===== src/rtl/vlen_pkg.sv =====
package vlen_pkg;

    typedef enum logic [1:0] {
        VOP_ADD_VV = 2'b00,
        VOP_ADD_SV = 2'b01,
        VOP_MUL_VV = 2'b10,
        VOP_MUL_SV = 2'b11
    } vop_e;

    function automatic logic op_is_scalar(vop_e op);
        return op[0];
    endfunction

    function automatic logic op_is_mul(vop_e op);
        return op[1];
    endfunction

    function automatic int unsigned clamp_len(int unsigned req, int unsigned maxv);
        return (req > maxv) ? maxv : req;
    endfunction

endpackage


===== src/rtl/vlen_len_reg.sv =====
module vlen_len_reg #(
    parameter int MAX_VL = 64,
    parameter int VLW    = 7
) (
    input  logic           clk,
    input  logic           rst,
    input  logic           we,
    input  logic [VLW-1:0] wdata,
    output logic [VLW-1:0] len_q
);
    import vlen_pkg::*;

    logic [VLW-1:0] len_next;

    always_comb begin
        len_next = VLW'(clamp_len(int'(wdata), MAX_VL));
    end

    always_ff @(posedge clk) begin
        if (rst) begin
            len_q <= VLW'(MAX_VL);
        end else if (we) begin
            len_q <= len_next;
        end
    end

    // without a write the length holds
    a_r1_len_holds: assert property (@(posedge clk) disable iff (rst)
        !we |=> $stable(len_q));

endmodule


===== src/rtl/vlen_sequencer.sv =====
module vlen_sequencer #(
    parameter int VLW    = 7,
    parameter int IDXW   = 6,
    parameter int RW     = 3,
    parameter int ELEM_W = 32
) (
    input  logic              clk,
    input  logic              rst,
    input  logic              accept,
    input  vlen_pkg::vop_e    op_in,
    input  logic [RW-1:0]     dst_in,
    input  logic [RW-1:0]     src_a_in,
    input  logic [RW-1:0]     src_b_in,
    input  logic [ELEM_W-1:0] scalar_in,
    input  logic [VLW-1:0]    len_in,
    output logic              active,
    output logic              iss_last,
    output logic [IDXW-1:0]   iss_idx,
    output vlen_pkg::vop_e    op_q,
    output logic [RW-1:0]     dst_q,
    output logic [RW-1:0]     src_a_q,
    output logic [RW-1:0]     src_b_q,
    output logic [ELEM_W-1:0] scalar_q,
    output logic [VLW-1:0]    len_op
);
    import vlen_pkg::*;

    logic [IDXW-1:0] cnt;

    always_comb begin
        iss_idx  = cnt;
        iss_last = active && ((VLW'(cnt) + VLW'(1)) == len_op);
    end

    always_ff @(posedge clk) begin
        if (rst) begin
            active   <= 1'b0;
            cnt      <= '0;
            len_op   <= '0;
            op_q     <= VOP_ADD_VV;
            dst_q    <= '0;
            src_a_q  <= '0;
            src_b_q  <= '0;
            scalar_q <= '0;
        end else if (accept) begin
            active   <= (len_in != '0);
            cnt      <= '0;
            len_op   <= len_in;
            op_q     <= op_in;
            dst_q    <= dst_in;
            src_a_q  <= src_a_in;
            src_b_q  <= src_b_in;
            scalar_q <= scalar_in;
        end else if (active) begin
            cnt <= cnt + IDXW'(1);
            if (iss_last) begin
                active <= 1'b0;
            end
        end
    end

    // consecutive issue cycles step the element index by one
    a_r4_idx_steps: assert property (@(posedge clk) disable iff (rst)
        (active && $past(active)) |-> (iss_idx == IDXW'($past(iss_idx) + IDXW'(1))));

    // latched length never changes during an operation
    a_r8_len_latched: assert property (@(posedge clk) disable iff (rst)
        (active && !accept) |=> $stable(len_op));

endmodule


===== src/rtl/vlen_pipe.sv =====
module vlen_pipe #(
    parameter int ELEM_W = 32,
    parameter int IDXW   = 6
) (
    input  logic              clk,
    input  logic              rst,
    input  logic              iss_en,
    input  logic              iss_last,
    input  logic [IDXW-1:0]   iss_idx,
    input  vlen_pkg::vop_e    iss_op,
    input  logic [ELEM_W-1:0] scalar_q,
    input  logic [ELEM_W-1:0] rd_data_a,
    input  logic [ELEM_W-1:0] rd_data_b,
    output logic              pipe_busy,
    output logic              out_valid,
    output logic              out_last,
    output logic [IDXW-1:0]   out_idx,
    output logic [ELEM_W-1:0] out_data
);
    import vlen_pkg::*;

    typedef struct packed {
        logic            valid;
        logic            last;
        logic [IDXW-1:0] idx;
        vop_e            op;
    } meta_t;

    typedef struct packed {
        meta_t             m;
        logic [ELEM_W-1:0] a;
        logic [ELEM_W-1:0] b;
    } opnd_t;

    typedef struct packed {
        meta_t             m;
        logic [ELEM_W-1:0] r;
    } res_t;

    meta_t ret_q;
    opnd_t s1_q;
    res_t  s2_q;
    res_t  s3_q;

    logic [ELEM_W-1:0] op_a;
    logic [ELEM_W-1:0] sum;
    logic [ELEM_W-1:0] prod;

    always_comb begin
        op_a = op_is_scalar(ret_q.op) ? scalar_q : rd_data_a;
        sum  = s1_q.a + s1_q.b;
        prod = s1_q.a * s1_q.b;
    end

    always_ff @(posedge clk) begin
        if (rst) begin
            ret_q <= '0;
            s1_q  <= '0;
            s2_q  <= '0;
            s3_q  <= '0;
        end else begin
            ret_q.valid <= iss_en;
            ret_q.last  <= iss_last;
            ret_q.idx   <= iss_idx;
            ret_q.op    <= iss_op;

            s1_q.m <= ret_q;
            s1_q.a <= op_a;
            s1_q.b <= rd_data_b;

            s2_q.m <= s1_q.m;
            s2_q.r <= op_is_mul(s1_q.m.op) ? prod : sum;

            s3_q <= s2_q;
        end
    end

    always_comb begin
        pipe_busy = ret_q.valid | s1_q.m.valid | s2_q.m.valid | s3_q.m.valid;
        out_valid = s3_q.m.valid;
        out_last  = s3_q.m.valid & s3_q.m.last;
        out_idx   = s3_q.m.idx;
        out_data  = s3_q.r;
    end

    // write-back leaves in increasing index order
    a_r5_wr_order: assert property (@(posedge clk) disable iff (rst)
        (out_valid && $past(out_valid)) |-> (out_idx == IDXW'($past(out_idx) + IDXW'(1))));

    // an issued element reaches write-back three stages after its data returns
    a_r4_fixed_latency: assert property (@(posedge clk) disable iff (rst)
        ret_q.valid |=> s1_q.m.valid);

endmodule


===== src/rtl/vlen_arith_unit.sv =====
module vlen_arith_unit #(
    parameter int ELEM_W = 32,
    parameter int MAX_VL = 64,
    parameter int NREGS  = 8,
    localparam int VLW   = $clog2(MAX_VL + 1),
    localparam int IDXW  = (MAX_VL > 1) ? $clog2(MAX_VL) : 1,
    localparam int RW    = (NREGS > 1) ? $clog2(NREGS) : 1
) (
    input  logic              clk,
    input  logic              rst,
    input  logic              len_we,
    input  logic [VLW-1:0]    len_wdata,
    input  logic              start,
    input  logic [1:0]        opcode,
    input  logic [RW-1:0]     dst,
    input  logic [RW-1:0]     src_a,
    input  logic [RW-1:0]     src_b,
    input  logic [ELEM_W-1:0] scalar,
    output logic              busy,
    output logic              done,
    output logic              rd_en,
    output logic [RW-1:0]     rd_reg_a,
    output logic [RW-1:0]     rd_reg_b,
    output logic [IDXW-1:0]   rd_idx,
    input  logic [ELEM_W-1:0] rd_data_a,
    input  logic [ELEM_W-1:0] rd_data_b,
    output logic              wr_en,
    output logic [RW-1:0]     wr_reg,
    output logic [IDXW-1:0]   wr_idx,
    output logic [ELEM_W-1:0] wr_data
);
    import vlen_pkg::*;

    logic [VLW-1:0]    len_cur;
    logic [VLW-1:0]    len_op;
    logic              accept;
    logic              seq_active;
    logic              iss_last;
    logic [IDXW-1:0]   iss_idx;
    vop_e              op_q;
    logic [RW-1:0]     dst_q;
    logic [RW-1:0]     src_a_q;
    logic [RW-1:0]     src_b_q;
    logic [ELEM_W-1:0] scalar_q;
    logic              pipe_busy;
    logic              out_last;
    logic              done_q;

    vlen_len_reg #(.MAX_VL(MAX_VL), .VLW(VLW)) u_len (
        .clk   (clk),
        .rst   (rst),
        .we    (len_we),
        .wdata (len_wdata),
        .len_q (len_cur)
    );

    vlen_sequencer #(.VLW(VLW), .IDXW(IDXW), .RW(RW), .ELEM_W(ELEM_W)) u_seq (
        .clk       (clk),
        .rst       (rst),
        .accept    (accept),
        .op_in     (vop_e'(opcode)),
        .dst_in    (dst),
        .src_a_in  (src_a),
        .src_b_in  (src_b),
        .scalar_in (scalar),
        .len_in    (len_cur),
        .active    (seq_active),
        .iss_last  (iss_last),
        .iss_idx   (iss_idx),
        .op_q      (op_q),
        .dst_q     (dst_q),
        .src_a_q   (src_a_q),
        .src_b_q   (src_b_q),
        .scalar_q  (scalar_q),
        .len_op    (len_op)
    );

    vlen_pipe #(.ELEM_W(ELEM_W), .IDXW(IDXW)) u_pipe (
        .clk       (clk),
        .rst       (rst),
        .iss_en    (seq_active),
        .iss_last  (iss_last),
        .iss_idx   (iss_idx),
        .iss_op    (op_q),
        .scalar_q  (scalar_q),
        .rd_data_a (rd_data_a),
        .rd_data_b (rd_data_b),
        .pipe_busy (pipe_busy),
        .out_valid (wr_en),
        .out_last  (out_last),
        .out_idx   (wr_idx),
        .out_data  (wr_data)
    );

    always_comb begin
        busy     = seq_active | pipe_busy;
        accept   = start & ~busy;
        rd_en    = seq_active;
        rd_idx   = iss_idx;
        rd_reg_a = src_a_q;
        rd_reg_b = src_b_q;
        wr_reg   = dst_q;
        done     = done_q;
    end

    always_ff @(posedge clk) begin
        if (rst) begin
            done_q <= 1'b0;
        end else begin
            done_q <= out_last | (accept & (len_cur == '0));
        end
    end

    // no write at or beyond the latched length
    a_r5_wr_below_len: assert property (@(posedge clk) disable iff (rst)
        wr_en |-> (VLW'(wr_idx) < len_op));

    // done follows either the final write or a zero-length start
    a_r6_done_cause: assert property (@(posedge clk) disable iff (rst)
        done |-> ($past(wr_en) || $past(start && !busy)));

    // done never coincides with a write
    a_r6_done_alone: assert property (@(posedge clk) disable iff (rst)
        done |-> !wr_en);

    // an idle unit neither reads nor writes
    a_r7_idle_quiet: assert property (@(posedge clk) disable iff (rst)
        !busy |-> (!rd_en && !wr_en));

endmodule


===== config.mk =====
export PLATFORM = sky130hd
export DESIGN_NAME = vlen_arith_unit
export DESIGN_NICKNAME = d
export VERILOG_FILES = /design/src/rtl/vlen_pkg.sv /design/src/rtl/vlen_len_reg.sv /design/src/rtl/vlen_sequencer.sv /design/src/rtl/vlen_pipe.sv /design/src/rtl/vlen_arith_unit.sv
export SDC_FILE = /design/constraint.sdc
export NUM_CORES = 2
export LEC_CHECK = 0
export BUFFER_PORTS_ARGS = -buffer_cell sky130_fd_sc_hd__buf_2
export CAP_MARGIN = 20
export CORE_MARGIN = 2
export CORE_UTILIZATION = 55
export CTS_BUF_LIST = sky130_fd_sc_hd__clkbuf_8
export CTS_CLUSTER_DIAMETER = 150
export CTS_CLUSTER_SIZE = 24
export DETAILED_ROUTE_END_ITERATION = 10
export GPL_TIMING_DRIVEN = 0
export HOLD_SLACK_MARGIN = 0.12
export PLACE_DENSITY = 0.8
export SLEW_MARGIN = 40
export SYNTH_ARGS = -nofsm -noshare
export SYNTH_HDL_FRONTEND = slang
export SYNTH_HIERARCHICAL = 1
export SYNTH_SLANG_ARGS = --single-unit

===== constraint.sdc =====
create_clock -name clk -period 9.17 [get_ports clk]
set_clock_uncertainty 0.1 [all_clocks]
set_input_delay 0.917 -clock clk [delete_from_list [all_inputs] [get_ports clk]]
set_output_delay 0.917 -clock clk [all_outputs]
set_load 0.02 [all_outputs]

==> flow_metrics.env <==
export IMPL_outcome="completed"
export IMPL_dr_pass1_iters=7
export IMPL_hold_ws_ps=323.8
export IMPL_synthDistinctLibCells=70
export IMPL_max_freq_mhz=111.0
export IMPL_syn_area_sq_um=24640
export IMPL_final_cell_area_sq_um=26540
export IMPL_grt_remaining_overflow=0
export IMPL_crit_type="flop to flop"
export IMPL_dr_total_vias=18820
export IMPL_reg2regPathDepth=26
export IMPL_post_cts_buffers=0
export IMPL_port_buffers=174
export IMPL_via_per_inst=5.535
export IMPL_finalHoldViolations=0
export IMPL_required_ps=9550
export IMPL_clock_latency_ps=600
export IMPL_slowest_delay_ps=820
export IMPL_cp_max_fo=10
export IMPL_cts_htree_levels=1
export IMPL_synth_edff_count=0
export IMPL_synth_top_cells_by_count="409 x fa_1, 395 x inv_1, 305 x and2_1"
export IMPL_synthArstFlopShare_pct=0
export IMPL_grtUsageTotal_pct=34.22
export IMPL_min_period_over_period_pct=98.24
export IMPL_synth_area_per_cell_sq_um=9.432
export IMPL_grt_max_degree=25
export IMPL_first_global_vias=20210
export IMPL_synth_cells=2612
export IMPL_hold_end="u_pipe/out_idx[4]$_SDFF_PP0_"
export IMPL_critPathCaptureType="flop"
export IMPL_power_density_nw_per_um2=162.2
export IMPL_die_h_microns=215.6
export IMPL_setup_viol=0
export IMPL_die_w_microns=215.6
export IMPL_rsz0062_at_grt="no"
export IMPL_cpMaxStageDelayCell="dfxtp_1"
export IMPL_gp_congestion=1.038
export IMPL_drv_slew=0
export IMPL_coreArea_sq_um=44220
export IMPL_ios=175
export IMPL_r2r_end="u_pipe/s2_q[31]$_SDFF_PP0_"
export IMPL_critPathLaunchType="flop"
export IMPL_drt_iter0_drc=1380
export IMPL_cp_arrival_ps=9380
export IMPL_cts_made_buffers=14
export IMPL_maxCapViolCount=0
export IMPL_drc=0
export IMPL_yosysMostFrequentCell="fa_1"
export IMPL_clockBufferDepth=3
export IMPL_crit_path_frequent_cell="fa_1"
export IMPL_place_area_sq_um=26260
export IMPL_irDropWorstVdd_mv=0.2222
export IMPL_final_setup_tns_ps=0
export IMPL_yosys_warnings=6
export IMPL_p_leak_nw=12.65
export IMPL_r2r_start="u_pipe/s1_q[39]$_SDFF_PP0_"
export IMPL_yosysTopAreaCellShare_pct=33.24
export IMPL_synthesis_nets=3294
export IMPL_synth_flop_cell="dfxtp_1"
export IMPL_start_util_pct=55.71
export IMPL_cts_sinks=228
export IMPL_cts_root_buf="clkbuf_8"
export IMPL_cts_tree="done"
export IMPL_dp_hpwl_microns=63310
export IMPL_wirelength_microns=77410
export IMPL_startpoint="u_pipe/s1_q[39]$_SDFF_PP0_"
export IMPL_layout_drive_gt1_share_pct=9.879
export IMPL_reg2reg_slack_ps=160
export IMPL_clk_pin_slew_ps=140
export IMPL_grt_pass1_wl_microns=118800
export IMPL_postRouteAntennaNets=0
export IMPL_synth_area_leader_cell="fa_1"
export IMPL_wl_per_cell_microns=22.77
export IMPL_num_rows=77
export IMPL_relSlewSlack_pct=37.40
export IMPL_path_delay_family="adder cells"
export IMPL_nets=3484
export IMPL_min_from="u_pipe/s2_q[38]$_SDFF_PP0_"
export IMPL_seq_area_frac_synth_pct=18.53
export IMPL_antenna_found_initial=3
export IMPL_holdCritPathClass="flop to flop"
export IMPL_p_total_mw=4.305
export IMPL_ys_top_cells_by_area="fa_1 33%, dfxtp_1 19%, ha_1 7.9%, and2_1 7.7%, inv_1 6.0%"
export IMPL_cp_num_buf_inv=6
export IMPL_worst_slew_pin_slew_ps=937.7
export IMPL_die_area_sq_um=46500
export IMPL_ys_ff_latch=228
export IMPL_area_growth_syn_to_layout_pct=7.725
export IMPL_period_needed_ps=9008
export IMPL_hold_path_depth=1
==> kinds of logic after synthesis <==
family	count (synthesis)	synth area share, %
adders and majority gates	564	41.11
DFF	228	18.53
buffers and inverters	555	9.096
muxes	85	3.454
xor gates and xnor gates	121	4.378
and+or+nand+nor	879	18.32
AOI/OAI and AO/OA	180	5.114
==> how the worst max path moves through the flow <==
stage,end,cells past startpoint
final,u_pipe/s2_q[31]$_SDFF_PP0_,26
after global routing,u_pipe/s2_q[31]$_SDFF_PP0_,26
after CTS,u_pipe/s2_q[31]$_SDFF_PP0_,25
after detailed placement,u_pipe/s2_q[31]$_SDFF_PP0_,25
after global placement,u_pipe/s2_q[31]$_SDFF_PP0_,25
after floorplan,u_pipe/s2_q[31]$_SDFF_PP0_,25
==> per-layer routing <==
| layer | vias up | routed length, microns | track usage [%] |
|---|---|---|---|
| li1 | 8283 | - | - |
| met1 | 9362 | 29280 | 41.92 |
| met2 | 944 | 35090 | 54.79 |
| met3 | 229 | 8545 | 10.67 |
| met4 | 2 | 4479 | 17.03 |
| met5 | - | 13 | 0 |
==> cell usage in the layout, fill, tap and decap left out, types with 11 or more instances in the layout <==
cell type and count:
fa_1 409, inv_1 395, and2_1 305, nand2_1 253
dfxtp_1 228, buf_2 180, ha_1 155, nor2_1 147
nor2b_1 104, clkbuf_1 94, mux2i_1 85, xnor2_1 83
a21oi_1 59, buf_4 38, xor2_1 37, o21ai_0 20
nor3_1 16, clkbuf_8 16, clkbuf_2 12, nand3_1 12
a21o_1 11
==> registers in the layout, summed over array words and instances, names as in the netlist <==
signal	flops
done	1
u_len/len_q	7
u_pipe/out_data	32
u_pipe/out_idx	6
u_pipe/out_valid	1
u_pipe/ret_q	10
u_pipe/s1_q	73
u_pipe/s2_q	40
u_pipe/s3_q	1
u_seq/active	1
u_seq/dst_q	3
u_seq/iss_idx	6
u_seq/len_op	7
u_seq/op_q	2
u_seq/scalar_q	32
u_seq/src_a_q	3
u_seq/src_b_q	3
==> final cells by class <==
cell class | count | area (sq um)
Tap cell | 592 | 740.7
Clock inverter | 2 | 46.29
Buffer | 160 | 773.2
Multi-Input combinational cell | 1829 | 17830
Sequential cell | 228 | 4564
Antenna cell | 4 | 10.01
Timing Repair Buffer | 174 | 870.8
Inverter | 395 | 1483
Clock buffer | 16 | 220.2
Fill cell | 3770 | 17680
==> repair_timing <==
action | in CTS | in global routing
hold buffers | 0 | 0
hold endpoints to repair | 0 | 0
endpoints found under the setup margin | 0 | 1
resized for setup | 0 | 2
==> report_power, final <==
group	switching, mW	total [mW]	internal, mW
logic	1.58	2.68	1.10
clock network	0.325	0.493	0.168
registers	0.0764	1.13	1.06
==> per-stage QoR <==
step	instances	worst slack (ps)	util, %
3_5_place_dp	3378	338.2	59.38
6_report	3400	161.7	60.01
4_1_cts	3396	222.6	59.99
3_3_place_gp	3378	339.0	59.36
2_1_floorplan	2612	2117	-
5_1_grt	3396	8.468	59.99
(Power assumes the default switching activity.)
